<file path="config.mk">
export PLATFORM = sky130hd
export DESIGN_NAME = rx_pause_trigger
export DESIGN_NICKNAME = d
export VERILOG_FILES = /design/src/rtl/rx_pause_pkg.sv /design/src/rtl/rx_pause_ring.sv /design/src/rtl/rx_pause_datapath.sv /design/src/rtl/rx_pause_control.sv /design/src/rtl/rx_pause_trigger.sv
export SDC_FILE = /design/constraint.sdc
export NUM_CORES = 1
export LEC_CHECK = 0
export ABC_AREA = 1
export CAP_MARGIN = 40
export CORE_UTILIZATION = 40
export DETAILED_ROUTE_END_ITERATION = 16
export PLACE_DENSITY_LB_ADDON = 0.08
export SETUP_SLACK_MARGIN = 0.5
export SYNTH_ARGS = -nofsm -noshare
export SYNTH_HDL_FRONTEND = slang
export SYNTH_SLANG_ARGS = --single-unit
</file>
<file path="constraint.sdc">
create_clock -name clk -period 5.82 [get_ports clk]
set_clock_uncertainty 0.1 [all_clocks]
set_input_delay 1.164 -clock clk [delete_from_list [all_inputs] [get_ports clk]]
set_output_delay 1.164 -clock clk [all_outputs]
set_load 0.01 [all_outputs]
</file>
<file path="src/rtl/rx_pause_pkg.sv">
package rx_pause_pkg;
  // strobes the control path hands to the datapath
  typedef struct packed {
    logic loadLastFree;   // reload every last-free index behind the current one
  } ctrlStrobes_t;

  typedef enum logic [1:0] {
    ST_IDLE  = 2'd0,
    ST_REQ   = 2'd1,
    ST_REARM = 2'd2
  } trigState_t;
endpackage

</file>
<file path="src/rtl/rx_pause_ring.sv">
// Per-ring occupancy: current index, free count, short flag and refill value.
module rx_pause_ring #(
  parameter int IDX_W = 8,
  parameter int SIZE_W = IDX_W + 1,
  parameter int THR_W = 8
) (
  input  logic              clk,
  input  logic              rstN,
  input  logic [SIZE_W-1:0] ringSize,
  input  logic [THR_W-1:0]  threshold,
  input  logic [IDX_W-1:0]  lastFree,
  input  logic              consume,
  output logic              isShort,
  output logic [IDX_W-1:0]  refillIdx
);
  logic [IDX_W-1:0]  curIdx;
  logic [SIZE_W-1:0] curWide;
  logic [SIZE_W-1:0] lastWide;
  logic [SIZE_W-1:0] nextWide;
  logic [SIZE_W-1:0] freeCount;
  logic [SIZE_W-1:0] behindWide;
  logic              sizeZero;

  assign sizeZero = (ringSize == '0);
  assign curWide  = SIZE_W'(curIdx);
  assign lastWide = SIZE_W'(lastFree);
  assign nextWide = curWide + SIZE_W'(1);

  always_ff @(posedge clk) begin
    if (!rstN) begin
      curIdx <= '0;
    end else if (consume && !sizeZero) begin
      if (nextWide >= ringSize) curIdx <= '0;
      else                      curIdx <= nextWide[IDX_W-1:0];
    end
  end

  always_comb begin
    if (lastWide >= curWide) freeCount = lastWide - curWide;
    else                     freeCount = lastWide + ringSize - curWide;
  end

  assign isShort = !sizeZero && (freeCount < SIZE_W'(threshold));

  always_comb begin
    if (sizeZero)          behindWide = '0;
    else if (curIdx == '0) behindWide = ringSize - SIZE_W'(1);
    else                   behindWide = curWide - SIZE_W'(1);
  end
  assign refillIdx = behindWide[IDX_W-1:0];
endmodule

</file>
<file path="src/rtl/rx_pause_datapath.sv">
// Register file, per-ring occupancy and the combined short flag.
module rx_pause_datapath
  import rx_pause_pkg::*;
#(
  parameter int RINGS = 8,
  parameter int ADDR_W = 8,
  parameter int IDX_W = 8,
  parameter int THR_W = 8,
  parameter int PT_W = 16,
  parameter int DEF_THR = 16,
  parameter int DEF_PTIME = 4,
  parameter int EN_BIT = 14
) (
  input  logic                     clk,
  input  logic                     rstN,
  input  logic                     regWrEn,
  input  logic [ADDR_W-1:0]        regAddr,
  input  logic [31:0]              regWrData,
  output logic [31:0]              regRdData,
  input  logic                     consumeValid,
  input  logic [$clog2(RINGS)-1:0] consumeRing,
  input  ctrlStrobes_t             strobes,
  output logic                     lfcShort,
  output logic [PT_W-1:0]          pauseTime
);
  localparam int SIZE_W = IDX_W + 1;
  localparam int PAD_W = 32 - THR_W - SIZE_W;
  localparam int PARAM_BASE = 32;
  localparam int PTR_BASE = PARAM_BASE + 4 * RINGS;
  localparam logic [ADDR_W-1:0] CTRL_OFS = ADDR_W'(0);
  localparam logic [ADDR_W-1:0] PTIME_OFS = ADDR_W'(4);

  logic                    lfcEn;
  logic [PT_W-1:0]         ptimeReg;
  logic [THR_W-1:0]        thrReg   [RINGS];
  logic [SIZE_W-1:0]       sizeReg  [RINGS];
  logic [IDX_W-1:0]        lastFree [RINGS];
  logic [IDX_W-1:0]        refill   [RINGS];
  logic [RINGS-1:0]        shortVec;
  logic [RINGS-1:0]        paramHit;
  logic [RINGS-1:0]        ptrHit;
  logic [31:0]             ringRd   [RINGS];

  always_ff @(posedge clk) begin
    if (!rstN) begin
      lfcEn    <= 1'b0;
      ptimeReg <= PT_W'(DEF_PTIME);
    end else if (regWrEn) begin
      if (regAddr == CTRL_OFS)  lfcEn    <= regWrData[EN_BIT];
      if (regAddr == PTIME_OFS) ptimeReg <= regWrData[PT_W-1:0];
    end
  end

  for (genvar r = 0; r < RINGS; r++) begin : g_ring
    localparam logic [ADDR_W-1:0] PARAM_OFS = ADDR_W'(PARAM_BASE + 4 * r);
    localparam logic [ADDR_W-1:0] PTR_OFS = ADDR_W'(PTR_BASE + 8 * r);

    assign paramHit[r] = (regAddr == PARAM_OFS);
    assign ptrHit[r]   = (regAddr == PTR_OFS);

    always_ff @(posedge clk) begin
      if (!rstN) begin
        thrReg[r]  <= THR_W'(DEF_THR);
        sizeReg[r] <= '0;
      end else if (regWrEn && paramHit[r]) begin
        thrReg[r]  <= regWrData[31:32-THR_W];
        sizeReg[r] <= regWrData[SIZE_W-1:0];
      end
    end

    // a software write to this ring's index wins over the flow-on reload
    always_ff @(posedge clk) begin
      if (!rstN)                         lastFree[r] <= '0;
      else if (regWrEn && ptrHit[r])     lastFree[r] <= regWrData[IDX_W-1:0];
      else if (strobes.loadLastFree)     lastFree[r] <= refill[r];
    end

    rx_pause_ring #(
      .IDX_W (IDX_W),
      .SIZE_W(SIZE_W),
      .THR_W (THR_W)
    ) u_ring (
      .clk      (clk),
      .rstN     (rstN),
      .ringSize (sizeReg[r]),
      .threshold(thrReg[r]),
      .lastFree (lastFree[r]),
      .consume  (consumeValid && (consumeRing == ($clog2(RINGS))'(r))),
      .isShort  (shortVec[r]),
      .refillIdx(refill[r])
    );

    always_comb begin
      ringRd[r] = '0;
      if (paramHit[r]) ringRd[r] = {thrReg[r], {PAD_W{1'b0}}, sizeReg[r]};
      if (ptrHit[r])   ringRd[r] = 32'(lastFree[r]);
    end
  end

  always_comb begin
    regRdData = '0;
    if (regAddr == CTRL_OFS)  regRdData[EN_BIT] = lfcEn;
    if (regAddr == PTIME_OFS) regRdData = 32'(ptimeReg);
    for (int r = 0; r < RINGS; r++) regRdData = regRdData | ringRd[r];
  end

  assign lfcShort  = lfcEn && (|shortVec);
  assign pauseTime = ptimeReg;
endmodule

</file>
<file path="src/rtl/rx_pause_control.sv">
// Flow-enable edge detection and the request / acknowledge / re-arm sequence.
module rx_pause_control
  import rx_pause_pkg::*;
#(
  parameter int PT_W = 16
) (
  input  logic            clk,
  input  logic            rstN,
  input  logic            txFlowEn,
  input  logic            lfcShort,
  input  logic            pauseAck,
  input  logic [PT_W-1:0] pauseTime,
  output ctrlStrobes_t    strobes,
  output logic            pauseReq
);
  trigState_t      state;
  logic            flowQ;
  logic            want;
  logic [PT_W-1:0] halfTime;
  logic [PT_W-1:0] rearmCnt;

  assign want     = lfcShort && txFlowEn;
  assign halfTime = pauseTime >> 1;

  always_ff @(posedge clk) begin
    if (!rstN) flowQ <= 1'b0;
    else       flowQ <= txFlowEn;
  end
  assign strobes.loadLastFree = txFlowEn && !flowQ;

  always_ff @(posedge clk) begin
    if (!rstN) begin
      state    <= ST_IDLE;
      rearmCnt <= '0;
    end else begin
      case (state)
        ST_IDLE: if (want) state <= ST_REQ;
        ST_REQ: begin
          if (pauseAck) begin
            rearmCnt <= halfTime;
            state    <= (halfTime == '0) ? ST_IDLE : ST_REARM;
          end else if (!want) begin
            state <= ST_IDLE;
          end
        end
        ST_REARM: begin
          if (rearmCnt <= PT_W'(1)) state <= ST_IDLE;
          else                      rearmCnt <= rearmCnt - PT_W'(1);
        end
        default: state <= ST_IDLE;
      endcase
    end
  end

  assign pauseReq = (state == ST_REQ);
endmodule

</file>
<file path="src/rtl/rx_pause_trigger.sv">
module rx_pause_trigger
  import rx_pause_pkg::*;
#(
  parameter int RINGS = 8,
  parameter int ADDR_W = 8,
  parameter int IDX_W = 8,
  parameter int THR_W = 8,
  parameter int PT_W = 16,
  parameter int DEF_THR = 16,
  parameter int DEF_PTIME = 4,
  parameter int EN_BIT = 14,
  localparam int RING_W = $clog2(RINGS)
) (
  input  logic              clk,
  input  logic              rstN,
  input  logic              regWrEn,
  input  logic [ADDR_W-1:0] regAddr,
  input  logic [31:0]       regWrData,
  output logic [31:0]       regRdData,
  input  logic              consumeValid,
  input  logic [RING_W-1:0] consumeRing,
  input  logic              txFlowEn,
  output logic              pauseReq,
  input  logic              pauseAck,
  output logic [PT_W-1:0]   pauseTime
);
  ctrlStrobes_t strobes;
  logic         lfcShort;

  rx_pause_datapath #(
    .RINGS    (RINGS),
    .ADDR_W   (ADDR_W),
    .IDX_W    (IDX_W),
    .THR_W    (THR_W),
    .PT_W     (PT_W),
    .DEF_THR  (DEF_THR),
    .DEF_PTIME(DEF_PTIME),
    .EN_BIT   (EN_BIT)
  ) u_datapath (
    .clk         (clk),
    .rstN        (rstN),
    .regWrEn     (regWrEn),
    .regAddr     (regAddr),
    .regWrData   (regWrData),
    .regRdData   (regRdData),
    .consumeValid(consumeValid),
    .consumeRing (consumeRing),
    .strobes     (strobes),
    .lfcShort    (lfcShort),
    .pauseTime   (pauseTime)
  );

  rx_pause_control #(
    .PT_W(PT_W)
  ) u_control (
    .clk      (clk),
    .rstN     (rstN),
    .txFlowEn (txFlowEn),
    .lfcShort (lfcShort),
    .pauseAck (pauseAck),
    .pauseTime(pauseTime),
    .strobes  (strobes),
    .pauseReq (pauseReq)
  );
endmodule

</file>
# --- Yosys cells after proc, flatten, opt, wreduce, memory -nomap -nowiden ---
# Memories as Yosys holds them, arrays and structs flattened.
# Cells that the tools add are included.
classes:
  n_addsub: 49
  reduce_logical: 78
  eq_ne: 31
  bitwise_logic: 40
  n_mux: 165
  magnitude_cmp: 25
op_table:
  columns: ["cell", "n"]
  rows:
  - ["2-to-1 mux 32 bit", 16]
  - ["2-to-1 mux 8 bit", 48]
  - ["bitwise OR 32 bit", 7]
  - ["2-to-1 mux 9 bit", 16]
  - ["subtractor 8 x 1 -> 8 bit (second input constant)", 16]
  - ["2-to-1 mux 1 bit", 75]
  - ["adder 8 x 1 -> 9 bit (second input constant)", 8]
  - ["adder 8 x 9 -> 9 bit", 8]
  - [">= comparator 9 bit", 8]
  - ["logical NOT 8 bit", 9]
  - ["logical NOT 9 bit", 8]
  - ["< comparator 9 x 8 -> 1 bit", 8]
  - ["subtractor 8 x 8 -> 9 bit", 8]
  - ["subtractor 9 x 8 -> 9 bit", 8]
  - ["== test 8 x 6 -> 1 bit (second input constant)", 8]
  - ["== test 8 x 7 -> 1 bit (second input constant)", 8]
  - [">= comparator 8 bit", 8]
  - ["2-to-1 mux 16 bit", 3]
  - ["logical AND 1 bit", 43]
  - ["bitwise OR 1 bit", 32]
  - ["bitwise OR 16 x 32 -> 32 bit", 1]
  - ["case mux 16 bit (2 select lines)", 1]
  - ["less-or-equal comparator 16 x 1 -> 1 bit (second input constant)", 1]
  - ["logical NOT 16 bit", 1]
  - ["19 further kinds", 39]
totals:
  reg_bits: 100
  out_inout_bits: 49
  ramBits: 200
  memories: 3
  elab_cells: 404
memory_table:
  columns: ["memory", "words", "width", "rd", "rd_ports_with_merged_regs", "wr", "line", "source"]
  rows:
  - ["u_datapath.sizeReg", 8, 9, 8, 0, 8, "rx_pause_datapath.sv:36", "logic [SIZE_W-1:0] sizeReg [RINGS];"]
  - ["u_datapath.lastFree", 8, 8, 8, 0, 8, "rx_pause_datapath.sv:37", "logic [IDX_W-1:0] lastFree [RINGS];"]
  - ["u_datapath.thrReg", 8, 8, 8, 0, 8, "rx_pause_datapath.sv:35", "logic [THR_W-1:0] thrReg [RINGS];"]

# --- Depth between registers and ports, before layout ---
# An unclocked memory read counts as a cell.
depth:
  word_depth: 12
  mapped_depth: 28
  mapped_depth_nobuf: 28

# --- Cells and area by module ---
# From an unflattened synthesis, not the netlist that was laid out.
unflattened:
  cells_unflattened: 4229
  hier_area_um2: 29704.7
modules_own_cells:
  columns: ["mod", "cells_each", "area_per_inst_um2", "instances", "seq_area_each_um2"]
  rows:
  - ["rx_pause_datapath", 1128, 10451.3, 1, 6346.1]
  - ["rx_pause_ring at u_datapath.g_ring[2].u_ring ...", 357, 2235.9, 2, 160.2]
  - ["rx_pause_ring at u_datapath.g_ring[5].u_ring ...", 356, 2234.6, 2, 160.2]
  - ["rx_pause_ring at u_datapath.g_ring[0].u_ring", 362, 2247.2, 1, 160.2]
  - ["rx_pause_ring at u_datapath.g_ring[7].u_ring", 359, 2230.9, 1, 160.2]
  - ["rx_pause_ring at u_datapath.g_ring[1].u_ring", 355, 2219.6, 1, 160.2]
  - ["rx_pause_ring at u_datapath.g_ring[4].u_ring", 361, 2215.9, 1, 160.2]
  - ["rx_pause_control", 238, 1398.8, 1, 380.4]

# --- Least setup slack after synthesis ---
# OpenSTA, ideal clock, no wires.
synth_path:
  path_kind: "input to register"
  startpoint: "input regAddr[1]"
  endpoint: "memory u_datapath.sizeReg[1][0] (netlist name) (enable)"
  required_time_ps: 5305
  stages: 8
  t_arrival_ps: 3279
  setup_ps: 415
  slack_ps: 2026
  path_cell_list: "nor2_1 > inv_1 > nor3_2 > inv_2 > nor2_2 > inv_1 > clkbuf_1 > o21ai_0"
synth_rtl:
  columns: ["item", "line", "source"]
  rows:
  - ["start, declared", "rx_pause_trigger.sv:17", "input logic [ADDR_W-1:0] regAddr,"]
  - ["end, declared", "rx_pause_datapath.sv:36", null]

# --- Final worst setup path ---
layout_path:
  startpoint: "input regAddr[6]"
  endpoint: "output regRdData[0]"
layout_between:
  elab_chain_cells: 11
layout_lines:
  columns: ["item", "line", "source"]
  rows:
  - ["== test 8 x 6 -> 1 bit", "rx_pause_datapath.sv:58", "assign paramHit[r] = (regAddr == PARAM_OFS);"]
  - ["2-to-1 mux 32 bit", "rx_pause_datapath.sv:95", "if (paramHit[r]) ringRd[r] = {thrReg[r], {PAD_W{1'b0}}, sizeReg[r]};"]
  - ["2-to-1 mux 32 bit", "rx_pause_datapath.sv:96", "if (ptrHit[r]) ringRd[r] = 32'(lastFree[r]);"]
  - ["bitwise OR 16 x 32 -> 32 bit", "rx_pause_datapath.sv:104", "for (int r = 0; r < RINGS; r++) regRdData = regRdData | ringRd[r];"]
  - ["bitwise OR 32 bit (6 in a row)", "rx_pause_datapath.sv:104", null]
  - ["bitwise OR 32 bit *", "rx_pause_datapath.sv:104", null]
  - ["end, declared", "rx_pause_trigger.sv:19", "output logic [31:0] regRdData,"]
# Mark *: on every way between the ends. The rest lies on a longest branch, timed or not.

==> flow_metrics.tcl <==
set metrics [dict create \
    status "finished clean" \
    syn_avg_cell_area_sq_um 7.74 \
    hold_depth 2 \
    ys.flop_type "edfxtp_1" \
    rsz0062_at_grt "true" \
    wl_microns 103000 \
    regArea_sq_um 8010 \
    slew_headroom_pct 40.4 \
    worstPathArrival_ns 4.03 \
    ios 98 \
    maxCapViolations 0 \
    required_ns 4.56 \
    max_freq_mhz 189 \
    synth_cell_types 62 \
    die_w_microns 262 \
    clk_pin_slew_ns 0.06 \
    cts_tree "built" \
    yosysTopAreaCellShare_pct 22.3 \
    ir_drop_v 0.000176 \
    netlist_area_sq_um 27000 \
    layout_common_cells "647 x inv_1, 480 x nand2_1, 369 x nor2_1, 282 x ha_1, 236 x a21oi_1" \
    tns_ns 0 \
    cp-end-kind "primary output" \
    gr-usage-all-layers_pct 30.0 \
    core_sq_um 66200 \
    antenna_found_initial 4 \
    layout.cells.non_filler 4486 \
    fin_util_pct 45.7 \
    dp_hpwl_microns 82100 \
    multi_input_area_sq_um 16200 \
    vias 25006 \
    initial_core_util_pct 40.7 \
    worst_slew_pin_slew_ns 0.889 \
    grt_pass1_vias 24269 \
    clk_latency_ns 0.57 \
    grt_max_degree 45 \
    hold_violations 0 \
    area_delta_synth_final_pct 12.3 \
    row_count 94 \
    fin_crit_sh_pct 90.9 \
    htreeDepth 2 \
    grt-ovfl-total 0 \
    drc 0 \
    cts.sinks 300 \
    nets 3994 \
    crit_type "in2out" \
    hold_start "u_control.rearmCnt[5]" \
    wl_per_cell_microns 22.9 \
    synth_top_area_cell "edfxtp_1" \
    min_period_ns 5.29 \
    worstPathMaxFanout 6 \
    ctsRootBufferMaster "clkbuf_16" \
    place_congestion 1.00 \
    fill_cells 6689 \
    rrSetupSlack_ns 1.25 \
    synthArstFlopShare_pct 0 \
    dp.cells 4409 \
    portBuffers 81 \
    cp-start-kind "primary input" \
    powerDensity_nw_per_um2 227 \
    drtPass1Iterations 6 \
    timing.rr.start "u_datapath.sizeReg[1][29]" \
    synthTopCellsByArea "edfxtp_1 22%, ha_1 13%, inv_1 9.1%" \
    r2r_cells 28 \
    synth-edff-count 200 \
    grt_pass1_wl_microns 152000 \
    ys_seq_area_share_pct 29.7 \
    die_h_microns 262 \
    synth_cells 3484 \
    total_leakage_power_uw 0.0139 \
    clk_path_buf_depth 3 \
    die_area_sq_um 68500 \
    layout_commonest_cell "inv_1" \
    r2r_end "u_control.state[0]" \
    final_antenna_net_count 0 \
    drt_iter0_drc 2180 \
    holdCritPathClass "reg2reg" \
    drive_gt1_share_pct 6.68 \
    worstHoldEndpoint "u_control.rearmCnt[5]" \
    cts_buffers 40 \
    setup_viol 0 \
    vias_per_cell 5.57 \
    ys_warn_count 0 \
    synth-seq-cells 300 \
    slew_violations 0 \
]
-- final cells by class --
type                       instances  share of cell area, %
timing repair buffer             118                   3.75
clock inverter                    24                  0.603
multi-input combinational       2442                   53.5
inverter                         689                   8.59
clock buffer                      48                   3.57
antenna                            1                0.00827
sequential                       300                   26.4
tap                              864                   3.57
-- registers in the layout, summed over array words and instances (netlist names) --
signal,flops
u_datapath.sizeReg,72
u_datapath.g_ring.u_ring.curIdx,64
u_datapath.lastFree,64
u_datapath.thrReg,64
u_control.rearmCnt,16
u_datapath.pauseTime,16
u_control.state,2
u_control.flowQ,1
u_datapath.lfcEn,1
-- Yosys cell counts (11+ instances only) --
cell      instances
nor3_2           19
edfxtp_1        200
fa_1             72
o221ai_1         12
nor2_1          372
inv_1           651
nand2_2          14
nand3_1         152
a31oi_1          34
a221oi_1         16
clkbuf_1         27
a21o_1           23
xor2_1          109
a22oi_1          46
nand4_1          33
nor2_2           15
ha_1            282
a211oi_1         16
buf_2            18
o21a_1           11
a21oi_1         239
nor4_1           14
o22ai_1         100
xnor2_1          52
o21ai_0         128
dfxtp_1         100
nor3_1           77
mux2i_1          20
nand2_1         480
o211ai_1         13
inv_2            33
-- per-stage QoR --
stage               area [sq um]  hold WS, ns  power [uW]  setup WS [ns]
floorplan                  27000        0.352        3840           2.03
global placement           28800        0.365        4400          0.382
detailed placement         28900        0.376        4450          0.380
CTS                        30200        0.384        6890          0.480
global route               30300        0.406        7230          0.473
finish                     30300        0.385        6870          0.527
-- power by group --
group | switching, uW | total [uW] | internal, uW
Clock | 1020 | 2430 | 1410
Sequential | 112 | 2480 | 2360
Combinational | 1250 | 1960 | 710
Total | 2380 | 6870 | 4490
-- worst max-delay path, stage by stage --
cell	delay [ns]
clkdlybuf4s50_1	0.59
inv_1	0.07
nor2_1	0.09
inv_1	0.09
nor3_1	0.18
inv_1	0.11
nor2_2	0.36
inv_1	0.16
o22ai_1	0.29
a2111oi_2	0.09
nand4_1	0.25
clkdlybuf4s50_1	0.59
-- how the worst max path moves through the flow --
| stage | start | end | slack [ns] | cells after the start |
|---|---|---|---|---|
| after floorplan | regAddr[1] | u_datapath.sizeReg[1][0] | 2.03 | 8 |
| after CTS | regAddr[7] | regRdData[0] | 0.48 | 12 |
| final | regAddr[6] | regRdData[0] | 0.53 | 12 |
| after global placement | regAddr[1] | regRdData[1] | 0.38 | 11 |
| after detailed placement | regAddr[7] | regRdData[0] | 0.38 | 12 |
| after global routing | regAddr[7] | regRdData[28] | 0.47 | 13 |
-- per-layer routing --
layer	routed length, microns	track usage (%)	vias to the layer above
li1	-	-	11896
met3	7410	4.05	168
met4	3210	9.06	6
met5	34	0	-
met1	45800	41.5	12021
met2	46200	48.3	915
-- what timing repair did --
action                                  4_1_cts  5_1_grt
endpoints found under the setup margin        7       14
setup buffers                                 0        4
resized for setup                             8       19
pin swaps                                     1        5
hold buffers                                  0        0
-- cells by family after synthesis --
group | after synthesis | share of synthesized area [%]
compound gates | 690 | 15.4
xor+xnor | 161 | 5.23
fa+ha+maj | 354 | 18.4
buf+inv | 749 | 10.7
flops | 300 | 29.7
mux | 20 | 0.742
other cells | 1 | 0.0139
simple gates | 1209 | 19.8
(Power assumes the default switching activity.)
